$ cat config.mk
export PLATFORM = sky130hd
export DESIGN_NAME = irq_accept_latch
export DESIGN_NICKNAME = d
export VERILOG_FILES = /design/src/rtl/irq_latch_pkg.sv /design/src/rtl/irq_level_edge.sv /design/src/rtl/irq_level_pick.sv /design/src/rtl/irq_accept_latch.sv
export SDC_FILE = /design/constraint.sdc
export NUM_CORES = 1
export LEC_CHECK = 0
export BUFFER_PORTS_ARGS = -buffer_cell sky130_fd_sc_hd__buf_2
export CAP_MARGIN = 20
export CORE_AREA = 5 5 59 61
export DETAILED_ROUTE_END_ITERATION = 10
export DIE_AREA = 0 0 64 66
export PLACE_DENSITY = 0.8
export SETUP_SLACK_MARGIN = 0.05
export SLEW_MARGIN = 20
export SYNTH_ARGS = -nofsm -noshare
export SYNTH_HDL_FRONTEND = slang
export SYNTH_SLANG_ARGS = --single-unit
$ cat constraint.sdc
create_clock -name clk -period 5.9 [get_ports clk]
set_input_delay 0.59 -clock clk [delete_from_list [all_inputs] [get_ports clk]]
set_output_delay 0.59 -clock clk [all_outputs]
set_load 0.01 [all_outputs]
$ cat src/rtl/irq_latch_pkg.sv
package irq_latch_pkg;

    // Occupancy of the pending-trap latch
    typedef enum logic [1:0] {
        ST_FREE = 2'd0,
        ST_EXT  = 2'd1,
        ST_EXC  = 2'd2
    } latch_state_t;

endpackage

$ cat src/rtl/irq_level_edge.sv
module irq_level_edge #(
    parameter int NLVL = 16
) (
    input  logic            clk,
    input  logic            rst_n,
    input  logic [NLVL-1:0] lvl,
    output logic [NLVL-1:0] rise
);

    // Position 0 means "no level" and never produces an edge
    localparam logic [NLVL-1:0] LIVE_MASK = {{(NLVL-1){1'b1}}, 1'b0};

    logic [NLVL-1:0] lvl_q;

    always_ff @(posedge clk or negedge rst_n) begin
        if (!rst_n) begin
            lvl_q <= '0;
        end else begin
            lvl_q <= lvl;
        end
    end

    assign rise = lvl & ~lvl_q & LIVE_MASK;

endmodule

$ cat src/rtl/irq_level_pick.sv
module irq_level_pick #(
    parameter int NLVL = 16,
    parameter int LW   = $clog2(NLVL)
) (
    input  logic [NLVL-1:0] req,
    output logic            found,
    output logic [LW-1:0]   level
);

    // Scan upward so that the highest set position wins
    always_comb begin
        found = 1'b0;
        level = '0;
        for (int i = 0; i < NLVL; i++) begin
            if (req[i]) begin
                found = 1'b1;
                level = i[LW-1:0];
            end
        end
    end

endmodule

$ cat src/rtl/irq_accept_latch.sv
module irq_accept_latch
    import irq_latch_pkg::*;
#(
    parameter int NLVL     = 16,
    parameter int CW       = 8,
    parameter int EXT_TYPE = 1
) (
    input  logic            clk,
    input  logic            rst_n,
    input  logic [NLVL-1:0] lvl_in,
    input  logic            trap_ack,
    input  logic            exc_load,
    input  logic [CW-1:0]   exc_code,
    output logic            hard_irq,
    output logic            wake,
    output logic [CW-1:0]   trap_code
);

    localparam int LW = $clog2(NLVL);
    localparam int TW = CW - LW;
    localparam logic [TW-1:0] EXT_TAG = EXT_TYPE[TW-1:0];

    logic [NLVL-1:0] rise;
    logic            pick_found;
    logic [LW-1:0]   pick_lvl;

    latch_state_t    state_q, state_d, base_st;
    logic [LW-1:0]   lvl_q, lvl_d;
    logic [CW-1:0]   exc_q, exc_d;
    logic            wake_q;

    irq_level_edge #(.NLVL(NLVL)) u_edge (
        .clk  (clk),
        .rst_n(rst_n),
        .lvl  (lvl_in),
        .rise (rise)
    );

    irq_level_pick #(.NLVL(NLVL), .LW(LW)) u_pick (
        .req  (rise),
        .found(pick_found),
        .level(pick_lvl)
    );

    // Next-state decision: acknowledge frees first, exception load wins
    always_comb begin
        base_st = trap_ack ? ST_FREE : state_q;
        state_d = base_st;
        lvl_d   = lvl_q;
        exc_d   = exc_q;
        if (exc_load) begin
            exc_d   = exc_code;
            state_d = (exc_code != '0) ? ST_EXC : ST_FREE;
        end else begin
            unique case (base_st)
                ST_FREE: begin
                    if (pick_found) begin
                        state_d = ST_EXT;
                        lvl_d   = pick_lvl;
                    end
                end
                ST_EXT: begin
                    if (pick_found && (pick_lvl > lvl_q)) begin
                        lvl_d = pick_lvl;
                    end
                end
                ST_EXC: begin
                    state_d = ST_EXC;
                end
                default: begin
                    state_d = ST_FREE;
                end
            endcase
        end
    end

    // State register
    always_ff @(posedge clk or negedge rst_n) begin
        if (!rst_n) begin
            state_q <= ST_FREE;
            lvl_q   <= '0;
            exc_q   <= '0;
            wake_q  <= 1'b0;
        end else begin
            state_q <= state_d;
            lvl_q   <= lvl_d;
            exc_q   <= exc_d;
            wake_q  <= |rise;
        end
    end

    // Outputs decoded from the held state
    always_comb begin
        wake = wake_q;
        unique case (state_q)
            ST_FREE: begin
                hard_irq  = 1'b0;
                trap_code = '0;
            end
            ST_EXT: begin
                hard_irq  = 1'b1;
                trap_code = {EXT_TAG, lvl_q};
            end
            ST_EXC: begin
                hard_irq  = 1'b0;
                trap_code = exc_q;
            end
            default: begin
                hard_irq  = 1'b0;
                trap_code = '0;
            end
        endcase
    end

endmodule

# Yosys cells after proc, flatten, opt, wreduce, memory -nomap -nowiden
# Cells that the tools add are included.
classes:
  order_cmp: 1
  n_eq_ne: 6
  n_mux: 40
  bitwise_logic: 3
  reduce_logical: 6
op_table:
  columns: ["operator", "n"]
  rows:
  - ["4-bit 2-to-1 mux", 10]
  - ["1-bit 2-to-1 mux", 17]
  - ["16-bit AND", 1]
  - ["16-bit NOT", 1]
  - ["8-bit case mux with 2 select lines", 1]
  - ["15-bit OR reduction", 1]
  - ["2-bit 2-to-1 mux", 6]
  - ["3-bit 2-to-1 mux", 4]
  - ["4-bit case mux with 2 select lines", 1]
  - ["8-bit nonzero test", 1]
  - ["2-bit case mux with 3 select lines", 1]
  - ["2-bit by 1-bit == test with 1-bit output (second input constant)", 2]
  - ["2-bit == test (second input constant)", 2]
  - ["4-bit > comparator", 1]
  - ["2-bit inequality test (second input constant)", 2]
  - ["4-bit AND reduction", 1]
  - ["2-bit logical NOT", 1]
  - ["2-bit nonzero test", 1]
  - ["1-bit logical AND", 1]
  - ["1-bit NOT", 1]
totals:
  regBits: 31
  out_inout_bits: 10
  word_cells: 61

# Logic depth before layout (Yosys ltp)
depth:
  ltp_word: 21
  ltp_mapped: 10
  ltp_nobuf: 10

# Modules after synthesis
# From an unflattened synthesis, not the netlist that was laid out.
hier_totals:
  cells_unflattened: 136
  area_unflattened_um2: 1591.5
modules_own_cells:
  columns: ["mod", "instances", "cells_per_inst", "area_each_um2"]
  rows:
  - ["irq_accept_latch", 1, 75, 837.1]
  - ["irq_level_edge", 1, 32, 593.1]
  - ["irq_level_pick", 1, 29, 161.4]

# Least setup slack after synthesis
# Ideal clock, no wire load.
synth_path:
  path_kind: "input to register"
  start: "input port lvl_in[5]"
  end: "register lvl_q[2]"
  setup_ns: 0.125
  arrival_ns: 2.538
  slack_ns: 3.237
  cell_stages: 10
  path_cell_list: "nor2b_2 -> a211oi_1 -> o311ai_0 -> nand3_1 -> ha_1 -> nor2b_1 -> o21ai_0 -> a21oi_1 -> o311ai_4 -> mux2_4"
synth_via:
  elab_chain_len: 16
  elab_cells_between_ends: 31
synth_lines:
  columns: ["element", "line", "rtl"]
  rows:
  - ["from (decl)", "irq_accept_latch.sv:10", "input logic [NLVL-1:0] lvl_in,"]
  - ["16-bit AND", "irq_level_edge.sv:23", "assign rise = lvl & ~lvl_q & LIVE_MASK;"]
  - ["3-bit 2-to-1 mux (3 in series)", "irq_level_pick.sv:15", "if (req[i]) begin"]
  - ["4-bit 2-to-1 mux (8 in series)", "irq_level_pick.sv:15", null]
  - ["named net pick_lvl[1]", "irq_accept_latch.sv:25", "logic [LW-1:0] pick_lvl;"]
  - ["4-bit > comparator", "irq_accept_latch.sv:63", "if (pick_found && (pick_lvl > lvl_q)) begin"]
  - ["1-bit logical AND", "irq_accept_latch.sv:63", null]
  - ["2-bit inequality test (no line)", null, null]
  - ["4-bit AND reduction (no line)", null, null]
  - ["to (signal assigned)", "irq_accept_latch.sv:86", "lvl_q <= lvl_d;"]
  - ["to (decl)", "irq_accept_latch.sv:28", "logic [LW-1:0] lvl_q, lvl_d;"]
# The timed path passes the listed nets, and every way through them passes these cells. The select of a mux whose other input is x is not followed.
# A chain may end at the register's enable or synchronous reset.

# Worst setup path in the final report
layout_path:
  start: "register u_edge.lvl_q[4]"
  end: "register lvl_q[3]"
layout_via:
  elab_chain_len: 18
  elab_cells_between_ends: 31
layout_lines:
  columns: ["element", "line", "rtl"]
  rows:
  - ["from (decl)", "irq_level_edge.sv:13", "logic [NLVL-1:0] lvl_q;"]
  - ["from (signal assigned)", "irq_level_edge.sv:19", "lvl_q <= lvl;"]
  - ["16-bit NOT", "irq_level_edge.sv:23", null]
  - ["16-bit AND", "irq_level_edge.sv:23", null]
  - ["3-bit 2-to-1 mux (4 in series)", "irq_level_pick.sv:15", null]
  - ["4-bit 2-to-1 mux (8 in series)", "irq_level_pick.sv:15", null]
  - ["named net pick_lvl[1]", "irq_accept_latch.sv:25", null]
  - ["4-bit > comparator", "irq_accept_latch.sv:63", null]
  - ["1-bit logical AND", "irq_accept_latch.sv:63", null]
  - ["2-bit inequality test (no line)", null, null]
  - ["4-bit AND reduction (no line)", null, null]
# The timed path passes the listed nets, and every way through them passes these cells.

==> results_dict.tcl <==
set metrics [dict create \
    status "finished, final reports clean" \
    synthFlopType "dfrtp_1" \
    crit_family "compound AO/OA/AOI/OAI gates" \
    tns_ns 0 \
    r2r_slack_ns 3.22 \
    synth_top_family_by_area "simple AND/OR/NAND/NOR gates" \
    criticalPathCategory "reg2reg" \
    syn_area_mm2 0.00153 \
    io_pins 38 \
    dieArea_mm2 0.00422 \
    p_leak_nw 0.873 \
    synth_seq_cells 30 \
    cp.required_ns 6.11 \
    cts_sinks 30 \
    gp_congestion 0.788 \
    post-place-ws_ns 2.93 \
    routed_wirelength_um 2850 \
    yosysMostFrequentCell "dfrtp_1" \
    grt.total_usage 0.151 \
    portBuffers 36 \
    p_sw_frac 0.268 \
    avgRoutedWirePerCell_um 14.0 \
    worstMarginPinSlew_ns 0.638 \
    p_switching_mw 0.131 \
    final_antenna_net_count 0 \
    grt_util_met2 0.249 \
    combPwrFrac 0.215 \
    worst_slack_ns 3.22 \
    layout.nets 204 \
    yosysWarnings 0 \
    pwr-share-clk 0.301 \
    cts_buffers 5 \
    dp.final_hpwl_um 2280 \
    syn_nets 162 \
    hold_ws_ns 0.279 \
    hold_violations 0 \
    synthXorXnorAreaFrac 0 \
    worstHoldPathType "in2async" \
    cts_tree "built" \
    power.density_mw_per_mm2 266 \
    h-tree-depth 2 \
    setup_viol 0 \
    period_needed_ns 2.68 \
    firstDrtPassIters 4 \
    async_flop_share 1.00 \
    synth_edf_count 0 \
    start_kind "flop" \
    power_frac_seq 0.484 \
    p_int_mw 0.356 \
    cp_data_arrival_time_ns 2.89 \
    cts_hold_buffers 0 \
    insertion_delay_ns 0.32 \
    rsz0062_at_grt "no" \
    cp_cell_sequence "and2b_1 > a211oi_1 > o311ai_0 > nand3_1 > ha_1 > nor2b_1 > o21ai_0 > a21oi_1 > o311ai_4 > mux2_4" \
    netlist_instances 128 \
    vias_per_cell 5.37 \
    crit_path_end_kind "flop" \
    vdd_ir_drop_max_v 0.000187 \
    initial_core_util 0.524 \
    ys_top_cells_by_count "30 x dfrtp_1, 12 x nor2_1, 10 x nor2b_1" \
    grt_max_degree 31 \
    drive_gt1_frac 0.386 \
    top_usage_layer "met2" \
    use_met3 0.0510 \
    clockRootBuffer "clkbuf_4" \
    post-cts-setup-buffers 0 \
    coreArea_mm2 0.00293 \
    synth_simple_gate_area_frac 0.238 \
    grt_use_met1 0.182 \
    path_max_fanout 4 \
    post-route-period-util 0.454 \
    seq_area_frac_synth 0.489 \
    drtIter0Drc 52 \
    die_h_um 66 \
    grt_pass1_wl_um 5020 \
    critPathMaxStageDelay_ns 0.38 \
    worst-path-buf-inv 0 \
    slowest_stage "o311ai_4" \
    drv_slew 0 \
    synth_compound_area_frac 0.107 \
    synthAdderAreaFrac 0.0489 \
    syn_area_per_cell_um2 12.0 \
    grt_pass1_vias 1109 \
    fin_skew_ns 0.00589 \
    clk_path_buf_depth 2 \
    synthTopCellsByArea "dfrtp_1 49%, mux2_2 5.9%, ha_1 4.9%" \
    vias 1095 \
    antenna_cells 0 \
    chipWidth_um 64 \
    area_delta_synth_final_pct 19.3 \
    synthMuxAreaShare 0.0946 \
    relSlewSlack 0.575 \
    synth_top_area_frac 0.489 \
    clkTransAtPathRegs_ns 0.09 \
    post-route-drc-count 0 \
    grt_overflow_total 0 \
    antenna_found_initial 0 \
    synth_area_leader_cell "dfrtp_1" \
    fmax_mhz 374 \
    fillers 247 \
    num_rows 20 \
    synth_cell_types 33 \
    cts_resized 0 \
    max-cap-violations 0 \
]
==> metal layers <==
metal	vias to the layer above	share of wire
met2	36	0.47
met3	4	0.087
met5	-	0
met1	518	0.43
li1	537	-
met4	0	0.013
==> final cells by class <==
cell class | instances | area [um2] | area share
Tap cell | 33 | 41.3 | 0.0226
Clock buffer | 8 | 78.8 | 0.0431
Multi-Input combinational cell | 89 | 749 | 0.409
Sequential cell | 30 | 751 | 0.410
Inverter | 8 | 30.0 | 0.0164
Timing Repair Buffer | 36 | 180 | 0.0984
==> registers in the layout (all words and copies together), names as in the netlist <==
name,flops
lvl_q,4
wake,1
exc_q,8
u_edge.lvl_q,15
state_q,2
==> stage by stage <==
stage | cell area (um2) | power, mW | std cells | utilization
floorplan | 1530 | 0.310 | 128 | -
global placement | 1750 | 0.339 | 196 | 0.598
detailed placement | 1750 | 0.345 | 196 | 0.598
CTS | 1830 | 0.492 | 204 | 0.625
global route | 1830 | 0.522 | 204 | 0.625
finish | 1830 | 0.487 | 204 | 0.625
==> power by group through the flow <==
stage               sequential, mW  combinational, mW  clock (mW)
finish                       0.236              0.105       0.147
global route                 0.239              0.118       0.166
CTS                          0.236              0.106       0.151
detailed placement           0.240              0.105           0
global placement             0.238              0.101           0
floorplan                    0.236             0.0740           0
==> cells by family (layout without fill, tap and decap cells) <==
logic type | Yosys count | after routing
buf+inv | 9 | 52
fa+ha+maj | 6 | 6
compound gates | 22 | 22
simple gates | 49 | 49
flops | 30 | 30
mux | 12 | 12
==> final timing paths <==
kind,from,cells past startpoint,endpoint
worst min register to register,exc_q[7],1,exc_q[7]
min in group clk,lvl_in[12],1,u_edge.lvl_q[12]
worst max register to register,u_edge.lvl_q[4],10,lvl_q[3]
worst max-delay path,u_edge.lvl_q[4],10,lvl_q[3]
worst min-delay path,rst_n,1,exc_q[7]
max in group asynchronous,rst_n,1,u_edge.lvl_q[2]
==> cells in the final DEF, fill, tap and decap left out, drive strengths merged, types with 2 or more instances in the layout <==
master	n
buf	36
dfrtp	30
nor2b	15
nor2	12
mux2	11
inv	8
clkbuf	8
ha	6
a21oi	5
o21ai	5
nand2b	4
a22oi	4
and2	3
nor4	3
a211oi	2
nor3	2
nand2	2
or4	2
o311ai	2
nand4	2
(Power assumes the default switching activity.)
